[src/rtl/lsAlignPkg.sv]
package lsAlignPkg;
  localparam int LANES  = 4;
  localparam int LANE_W = 8;
  localparam int DATA_W = LANES * LANE_W;
  localparam int SEL_W  = $clog2(LANES);

  // control strobes handed from the decoder to the lane datapath
  typedef struct packed {
    logic [LANES-1:0]            laneEn;   // bus lanes touched
    logic [LANES-1:0][SEL_W-1:0] wrSel;    // per bus lane: which operand byte
    logic [LANES-1:0][SEL_W-1:0] rdSel;    // per result byte: which bus lane
    logic [LANES-1:0]            keepByte; // result byte lies inside the access
    logic [SEL_W-1:0]            signIdx;  // result byte holding the sign bit
    logic                        signExt;
    logic                        loadFire;
  } laneCtrl_t;
endpackage

[src/rtl/lsAlignCtrl.sv]
module lsAlignCtrl
  import lsAlignPkg::*;
(
  input  logic             reqValid,
  input  logic [SEL_W-1:0] reqOff,
  input  logic [1:0]       reqSize,
  input  logic             reqStore,
  input  logic             reqSigned,
  input  logic             bigEnd,
  input  logic             styleFlip,
  input  logic             busRdValid,
  output laneCtrl_t        ctrl,
  output logic             misAlign
);
  logic             isWord;
  logic             isHalf;
  logic [SEL_W-1:0] lastIdx;
  logic [SEL_W-1:0] flipMask;
  logic [SEL_W-1:0] effOff;
  logic             swapOrder;

  always_comb begin
    isWord    = reqSize[1];
    isHalf    = (reqSize == 2'd1);
    lastIdx   = isWord ? SEL_W'(LANES - 1) : (isHalf ? SEL_W'(1) : SEL_W'(0));
    misAlign  = reqValid && ((isHalf && reqOff[0]) || (isWord && (reqOff != '0)));
    flipMask  = '0;
    if (styleFlip && bigEnd && !isWord)
      flipMask = isHalf ? SEL_W'(2) : SEL_W'(3);
    effOff    = reqOff ^ flipMask;
    swapOrder = bigEnd && !styleFlip;
  end

  always_comb begin
    ctrl = '0;
    for (int lane = 0; lane < LANES; lane++) begin
      logic [SEL_W-1:0] rel;
      logic [SEL_W-1:0] idx;
      idx = SEL_W'(lane);
      rel = idx - effOff;
      ctrl.laneEn[lane]   = reqValid && !misAlign && (rel <= lastIdx);
      ctrl.wrSel[lane]    = swapOrder ? (lastIdx - rel) : rel;
      ctrl.rdSel[lane]    = effOff + (swapOrder ? (lastIdx - idx) : idx);
      ctrl.keepByte[lane] = (idx <= lastIdx);
    end
    ctrl.signIdx  = lastIdx;
    ctrl.signExt  = reqSigned;
    ctrl.loadFire = reqValid && busRdValid && !reqStore && !misAlign;
  end
endmodule

[src/rtl/lsAlignData.sv]
module lsAlignData
  import lsAlignPkg::*;
(
  input  logic              clk,
  input  logic              rstN,
  input  laneCtrl_t         ctrl,
  input  logic [DATA_W-1:0] storeData,
  input  logic [DATA_W-1:0] busRdData,
  output logic [DATA_W-1:0] busWrData,
  output logic [DATA_W-1:0] loadData,
  output logic              loadValid
);
  logic [LANES-1:0][LANE_W-1:0] stBytes;
  logic [LANES-1:0][LANE_W-1:0] rdBytes;
  logic [LANES-1:0][LANE_W-1:0] wrBytes;
  logic [LANES-1:0][LANE_W-1:0] gathered;
  logic [LANES-1:0][LANE_W-1:0] shaped;
  logic                         fillBit;

  assign stBytes = storeData;
  assign rdBytes = busRdData;

  // one 4:1 mux per lane in each direction; mode only moves the selects
  for (genvar g = 0; g < LANES; g++) begin : g_lane
    assign wrBytes[g]  = stBytes[ctrl.wrSel[g]];
    assign gathered[g] = rdBytes[ctrl.rdSel[g]];
    assign shaped[g]   = ctrl.keepByte[g] ? gathered[g] : {LANE_W{fillBit}};
  end

  assign fillBit   = ctrl.signExt & gathered[ctrl.signIdx][LANE_W-1];
  assign busWrData = wrBytes;

  always_ff @(posedge clk or negedge rstN) begin
    if (!rstN) begin
      loadData  <= '0;
      loadValid <= 1'b0;
    end else begin
      loadValid <= ctrl.loadFire;
      if (ctrl.loadFire) loadData <= shaped;
    end
  end
endmodule

[src/rtl/lsAlign.sv]
module lsAlign
  import lsAlignPkg::*;
#(
  parameter int ADDR_W = 32
) (
  input  logic              clk,
  input  logic              rstN,
  input  logic              reqValid,
  input  logic [ADDR_W-1:0] reqAddr,
  input  logic [1:0]        reqSize,
  input  logic              reqStore,
  input  logic              reqSigned,
  input  logic              bigEnd,
  input  logic              styleFlip,
  input  logic [DATA_W-1:0] storeData,
  input  logic [DATA_W-1:0] busRdData,
  input  logic              busRdValid,
  output logic [ADDR_W-1:0] busAddr,
  output logic [LANES-1:0]  busByteEn,
  output logic [DATA_W-1:0] busWrData,
  output logic              misAlign,
  output logic [DATA_W-1:0] loadData,
  output logic              loadValid
);
  laneCtrl_t ctrl;

  lsAlignCtrl ctrl_i (
    .reqValid  (reqValid),
    .reqOff    (reqAddr[SEL_W-1:0]),
    .reqSize   (reqSize),
    .reqStore  (reqStore),
    .reqSigned (reqSigned),
    .bigEnd    (bigEnd),
    .styleFlip (styleFlip),
    .busRdValid(busRdValid),
    .ctrl      (ctrl),
    .misAlign  (misAlign)
  );

  lsAlignData data_i (
    .clk      (clk),
    .rstN     (rstN),
    .ctrl     (ctrl),
    .storeData(storeData),
    .busRdData(busRdData),
    .busWrData(busWrData),
    .loadData (loadData),
    .loadValid(loadValid)
  );

  assign busAddr   = {reqAddr[ADDR_W-1:SEL_W], {SEL_W{1'b0}}};
  assign busByteEn = ctrl.laneEn;
endmodule

[config.mk]
export PLATFORM = sky130hd
export DESIGN_NAME = lsAlign
export DESIGN_NICKNAME = d
export VERILOG_FILES = /design/src/rtl/lsAlignPkg.sv /design/src/rtl/lsAlignCtrl.sv /design/src/rtl/lsAlignData.sv /design/src/rtl/lsAlign.sv
export SDC_FILE = /design/constraint.sdc
export NUM_CORES = 1
export LEC_CHECK = 0
export ABC_AREA = 1
export BUFFER_PORTS_ARGS = -buffer_cell sky130_fd_sc_hd__clkbuf_2
export CORE_MARGIN = 2
export CORE_UTILIZATION = 49
export DETAILED_ROUTE_END_ITERATION = 10
export HOLD_SLACK_MARGIN = 0.1
export PLACE_DENSITY = 0.94
export SLEW_MARGIN = 15
export SYNTH_ARGS = -nofsm -noshare
export SYNTH_HDL_FRONTEND = slang
export SYNTH_SLANG_ARGS = --single-unit
[constraint.sdc]
create_clock -name clk -period 5.9 [get_ports clk]
set_clock_uncertainty 0.05 [all_clocks]
set_input_delay 1.18 -clock clk [delete_from_list [all_inputs] [get_ports clk]]
set_output_delay 1.18 -clock clk [all_outputs]
set_load 0.03 [all_outputs]
Word level (Yosys, flattened, before mapping)

Index checks and enable logic that the tools add are counted.

$add $sub $neg: 15
Order comparisons: 17
Equality and inequality tests: 1
Multiplexer cells: 34
Bitwise operators: 2
Reductions and logical operators: 20

Operator list:

| kind                                                                          | count |
|---|---|
| 8-bit binary-select mux with 2-bit select                                     | 9 |
| 8-bit 2-to-1 mux                                                              | 13 |
| 2-bit by 3-bit less-than comparator with 1-bit output (second input constant) | 9 |
| 2-bit 2-to-1 mux                                                              | 10 |
| 1-bit logical AND                                                             | 14 |
| 2-bit adder                                                                   | 4 |
| 2-bit <= comparator                                                           | 4 |
| 2-bit subtractor                                                              | 4 |
| 1-bit by 2-bit <= comparator with 1-bit output (first input constant)         | 2 |
| 2-bit <= comparator (first input constant)                                    | 2 |
| 1-bit zero test                                                               | 4 |
| 1-bit by 2-bit subtractor with 2-bit output (first input constant)            | 2 |
| 2-bit subtractor (first input constant)                                       | 2 |
| 2-bit subtractor (second input constant)                                      | 2 |
| 2-bit by 1-bit equality test with 1-bit output (second input constant)        | 1 |
| 1-bit 2-to-1 mux                                                              | 2 |
| 2-bit nonzero test                                                            | 1 |
| 2-bit by 1-bit subtractor with 2-bit output (second input constant)           | 1 |
| 2-bit bitwise XOR                                                             | 1 |
| 1-bit AND                                                                     | 1 |
| 1-bit logical OR                                                              | 1 |

Flip-flop bits (word level): 33
Bits of input ports: 106
Output and inout port bits: 102
Word-level logic and storage cells: 91

Longest topological paths before layout

Depth in word-level cells: 12
Mapped depth: 19
Depth with buffers taken out: 18

Modules after synthesis

A second synthesis with hierarchy kept.

Cell total of the unflattened synthesis: 752
Area total of the unflattened synthesis: 4383.0 um^2

By module, submodules not included:

| module      | instances | cells an instance | area an instance (um^2) | sequential area each (um^2) |
|---|---|---|---|---|
| lsAlignData | 1         | 612               | 3503.4                  | 825.8 |
| lsAlignCtrl | 1         | 107               | 635.6                   | 0.0 |
| lsAlign     | 1         | 33                | 244.0                   | 0.0 |

Worst setup path before layout

Ideal clock, no wire load.

Path type: input-to-output
From: in reqSize[1]
To: out busWrData[10]
Arrival: 3289 ps
Data required time: 4670 ps
Path slack: 1381 ps
Cell stages on the path: 9
Path buffers: 1
Path through: inv_2 -> nand3_2 -> o21ai_1 -> nand2_1 -> ha_1 -> o21ai_2 -> buf_2 -> o21ai_0 -> o21ai_0

Word-level cells in the longest chain between the ends: 9
Elaborated cells on any way between the ends: 13
Those cells by class: add/sub (2); eq/ne (1); mux (7); bitwise (1); reduce/logical (2)

Ends and longest elaborated chain:

| item                                                                                     | line                                 | source |
|---|---|---|
| start, declared                                                                          | lsAlign.sv:10                        | `input logic [1:0] reqSize,` |
| 2-bit by 1-bit equality test with 1-bit output / 1-bit zero test (equally long branches) | lsAlignCtrl.sv:24, lsAlignCtrl.sv:28 |  |
| 1-bit 2-to-1 mux / 1-bit logical AND (equally long branches)                             | lsAlignCtrl.sv:29, lsAlignCtrl.sv:28 |  |
| 2-bit 2-to-1 mux                                                                         | lsAlignCtrl.sv:28                    | `if (styleFlip && bigEnd && !isWord)` |
| 2-bit bitwise XOR                                                                        | lsAlignCtrl.sv:30                    | `effOff = reqOff ^ flipMask;` |
| 1-bit by 2-bit subtractor with 2-bit output                                              | lsAlignCtrl.sv:40                    | `rel = idx - effOff;` |
| 2-bit subtractor                                                                         | lsAlignCtrl.sv:42                    | `ctrl.wrSel[lane] = swapOrder ? (lastIdx - rel) : rel;` |
| 2-bit 2-to-1 mux (*)                                                                     | lsAlignCtrl.sv:42                    |  |
| 8-bit binary-select mux with 2-bit select (*)                                            | lsAlignData.sv:25                    | `assign wrBytes[g] = stBytes[ctrl.wrSel[g]];` |
| 8-bit 2-to-1 mux (not written as such) (*)                                               | lsAlignData.sv:25                    |  |
| end, declared                                                                            | lsAlign.sv:20                        | `output logic [DATA_W-1:0] busWrData,` |

Every way passes the cells marked *; elsewhere a longest branch is shown, timed or not. The select of a mux whose other input is x is not followed.

Final worst setup path

From: in reqSize[1]
To: out busWrData[24]

Word-level cells in the longest chain between the ends: 9
Elaborated cells on any way between the ends: 13
Those cells by class: add/sub (2); eq/ne (1); mux (7); bitwise (1); reduce/logical (2)

Ends and longest elaborated chain:

| item                                                                                     | line |
|---|---|
| 2-bit by 1-bit equality test with 1-bit output / 1-bit zero test (equally long branches) | lsAlignCtrl.sv:24, lsAlignCtrl.sv:28 |
| 1-bit 2-to-1 mux / 1-bit logical AND (equally long branches)                             | lsAlignCtrl.sv:29, lsAlignCtrl.sv:28 |
| 2-bit 2-to-1 mux                                                                         | lsAlignCtrl.sv:28 |
| 2-bit bitwise XOR                                                                        | lsAlignCtrl.sv:30 |
| 2-bit subtractor                                                                         | lsAlignCtrl.sv:40 |
| 2-bit subtractor                                                                         | lsAlignCtrl.sv:42 |
| 2-bit 2-to-1 mux (*)                                                                     | lsAlignCtrl.sv:42 |
| 8-bit binary-select mux with 2-bit select (*)                                            | lsAlignData.sv:25 |
| 8-bit 2-to-1 mux (not written as such) (*)                                               | lsAlignData.sv:25 |

Marks and branches as above.

==> flow_summary.yaml <==
route:
  drc: 0
  via_per_inst: 5.00
  first_iter_violations: 235
  vias: 4119
  firstDrtPassIters: 5
  wire_per_inst_um: 11.9
  finalWirelength_um: 9760
  antenna_left: 0
placement:
  gp_congestion: 0.911
  dp_hpwl_um: 7620
  port_buffers: 145
clock_tree:
  clock-root-buffer: "clkbuf_8"
  holdBufCountCts: 0
  ctsHtreeMaxLevel: 2
  numClockSinks: 33
  post_cts_buffers: 0
  cts_tree: "built"
  clock_latency_ns: 0.28
  cts_buffer_depth: 2
  path_clk_slew_ns: 0.07
  cts_resized: 0
  cts_made_buffers: 5
finish:
  final_common_cell: "nand2_1"
  layout.nets: 838
  final-seq-area_um2: 826
  mostFrequentLayoutCells: "207 x nand2_1, 145 x clkbuf_2, 85 x inv_1"
  area_delta_synth_final_pct: 15.9
  multi_input_area_um2: 2140
  insertedDiodeCount: 0
  drive_gt1_share_pct: 25.7
  final_util_pct: 58.9
  fillers: 695
status:
  status: "finished, final reports clean"
yosys:
  synthDistinctLibCells: 30
  netlist_instances: 633
  synth_warnings: 0
  synth_area_um2: 3700
  syn_area_per_cell_um2: 5.85
  seq_area_frac_synth_pct: 22.3
  synth_seq_cells: 33
power_and_ir_drop:
  p_total_w: 0.00122
  p_per_area_nw_per_um2: 285
  peakVddDrop_mv: 0.205
  p_leak_nw: 2.55
floorplan:
  die_h_um: 91.0
  initial_core_util_pct: 50.8
  die-area_um2: 8270
  die_w_um: 91.0
  core_area_um2: 7290
  fp-row-count: 31
  io_pins: 208
sta:
  fin_crit_ns: 4.82
  fmax_mhz: 208
  setup_tns_ns: 0
  rsz0062_at_grt: "false"
  worstMarginPinSlew_ns: 1.06
  fin_crit_sh_pct: 81.6
  finalHoldViolations: 0
  maxSlewViolCount: 0
  slew_headroom_pct: 29.1
  setup_viol: 0
  hold_ws_ns: 0.426
global_route:
  track_usage_pct: 23.1
  grt_antenna_before_repair: 0
  grt_max_degree: 65
  grt_pass1_wl_um: 16100
  grt.overflow.total: 0
  grt_pass1_vias: 3602
worst_setup_path:
  r2r.worst_path.cells: 3
  critical_path_arrival_ns: 3.59
  crit_chain: "clkbuf_2 -> inv_2 -> nand3_2 -> o21ai_1 -> nand2_1 -> ha_1 -> o21ai_4 -> buf_4 -> o21ai_0 -> inv_1 -> nor2_1 -> a21oi_1 -> clkbuf_2"
  cp-end-kind: "output pin"
  crit_path_max_fanout: 64
  r2r_start: "data_i.loadData[14]"
  critPathSlowestCell: "buf_4"
  rr_endpoint: "data_i.loadData[14]"
  cp-start-kind: "input port"
  crit_required_ns: 4.67
  crit_type: "input port to output pin"
  cp_slowest_stage_delay_ns: 0.44
  cp_common_cell: "clkbuf_2"
  reg2reg_slack_ns: 4.96
hold_path:
  hp-start: "data_i.loadData[24]"
  worstHoldEndpoint: "data_i.loadData[24]"
  holdCritPathClass: "flop to flop"
  min_path_cells: 2
job:
  max-cap-violations: 0
flip-flops by register name, indices dropped and copies added (netlist names):
name	cells
data_i.loadData	32
data_i.loadValid	1
synth_stat cells (all sizes together):
master | instances | area [µm²]
nand4 | 2 | 12.5
ha | 7 | 87.6
nor3 | 1 | 10.0
nand3b | 1 | 7.51
nor2 | 34 | 143
o21ai | 93 | 469
clkbuf | 11 | 41.3
o211ai | 3 | 22.5
dfrtp | 33 | 826
nand3 | 36 | 200
inv | 89 | 334
xor2 | 1 | 16.3
clkinv | 1 | 3.75
buf | 55 | 378
nand2 | 215 | 832
or2 | 9 | 56.3
a21oi | 32 | 160
fa | 2 | 40.0
conb | 1 | 3.75
o22a | 7 | 61.3
worst max-delay path: cells and delay by family:
kind                     cells  cell delay [ns]
AO/OA/AOI/OAI                4             0.75
AND/OR/NAND/NOR              3             0.28
adder cells (fa/ha/maj)      1             0.38
buffers and inverters        5             1.00
how the worst max path moves through the flow:
stage          startpoint            end  slack [ns]  cells after the start
6_report       reqSize[1]  busWrData[24]        1.08                     13
5_1_grt        reqSize[1]  busWrData[15]        0.80                     13
4_1_cts        reqSize[1]  busWrData[25]        1.12                     13
3_5_place_dp   reqSize[1]  busWrData[25]        1.11                     13
3_3_place_gp   reqSize[1]  busWrData[25]        1.20                     13
2_1_floorplan  reqSize[1]  busWrData[10]        1.38                      9
kinds of logic (layout without fill, tap and decap cells):
logic type               count (synthesis)  count (layout)  synth area share [%]
XOR/XNOR                                 1               1                 0.439
other                                    1               2                 0.101
AND/OR/NAND/NOR                        298             298                  34.0
AO/OA/AOI/OAI                          135             135                  19.3
buffers and inverters                  156             246                  20.4
adder cells (fa/ha/maj)                  9               9                  3.44
flip-flops                              33              33                  22.3
layout make-up:
| type | instances | area share, % |
|---|---|---|
| clock buffer | 7 | 2.01 |
| clock inverter | 1 | 0.699 |
| inverter | 90 | 7.86 |
| multi-input combinational | 445 | 49.9 |
| sequential | 33 | 19.2 |
| tap | 99 | 2.88 |
| timing repair buffer | 148 | 17.4 |
metal layers:
layer | vias to the layer above | track usage [%] | part of all wire (%) | routed length, µm
li1 | 2129 | - | - | -
met3 | 29 | 4.40 | 8.4 | 821
met5 | - | 0 | 0 | 0
met1 | 1768 | 31.3 | 44 | 4250
met4 | 0 | 6.31 | 1.7 | 170
met2 | 193 | 37.7 | 46 | 4520
report_power, final:
group	switching [W]	internal, W	total, W	leakage [nW]
registers	0.0000338	0.000285	0.000319	0.398
logic	0.000482	0.000205	0.000687	2.10
clock network	0.0000817	0.000138	0.000219	0.0585
metrics by stage:
step	std cells	instance area, µm²	setup WS, ns
after floorplan	634	3710	1.38
after global placement	815	4180	1.20
after detailed placement	815	4180	1.11
after CTS	823	4300	1.12
after global routing	823	4300	0.796
final	823	4300	1.08
(Power assumes the default switching activity.)
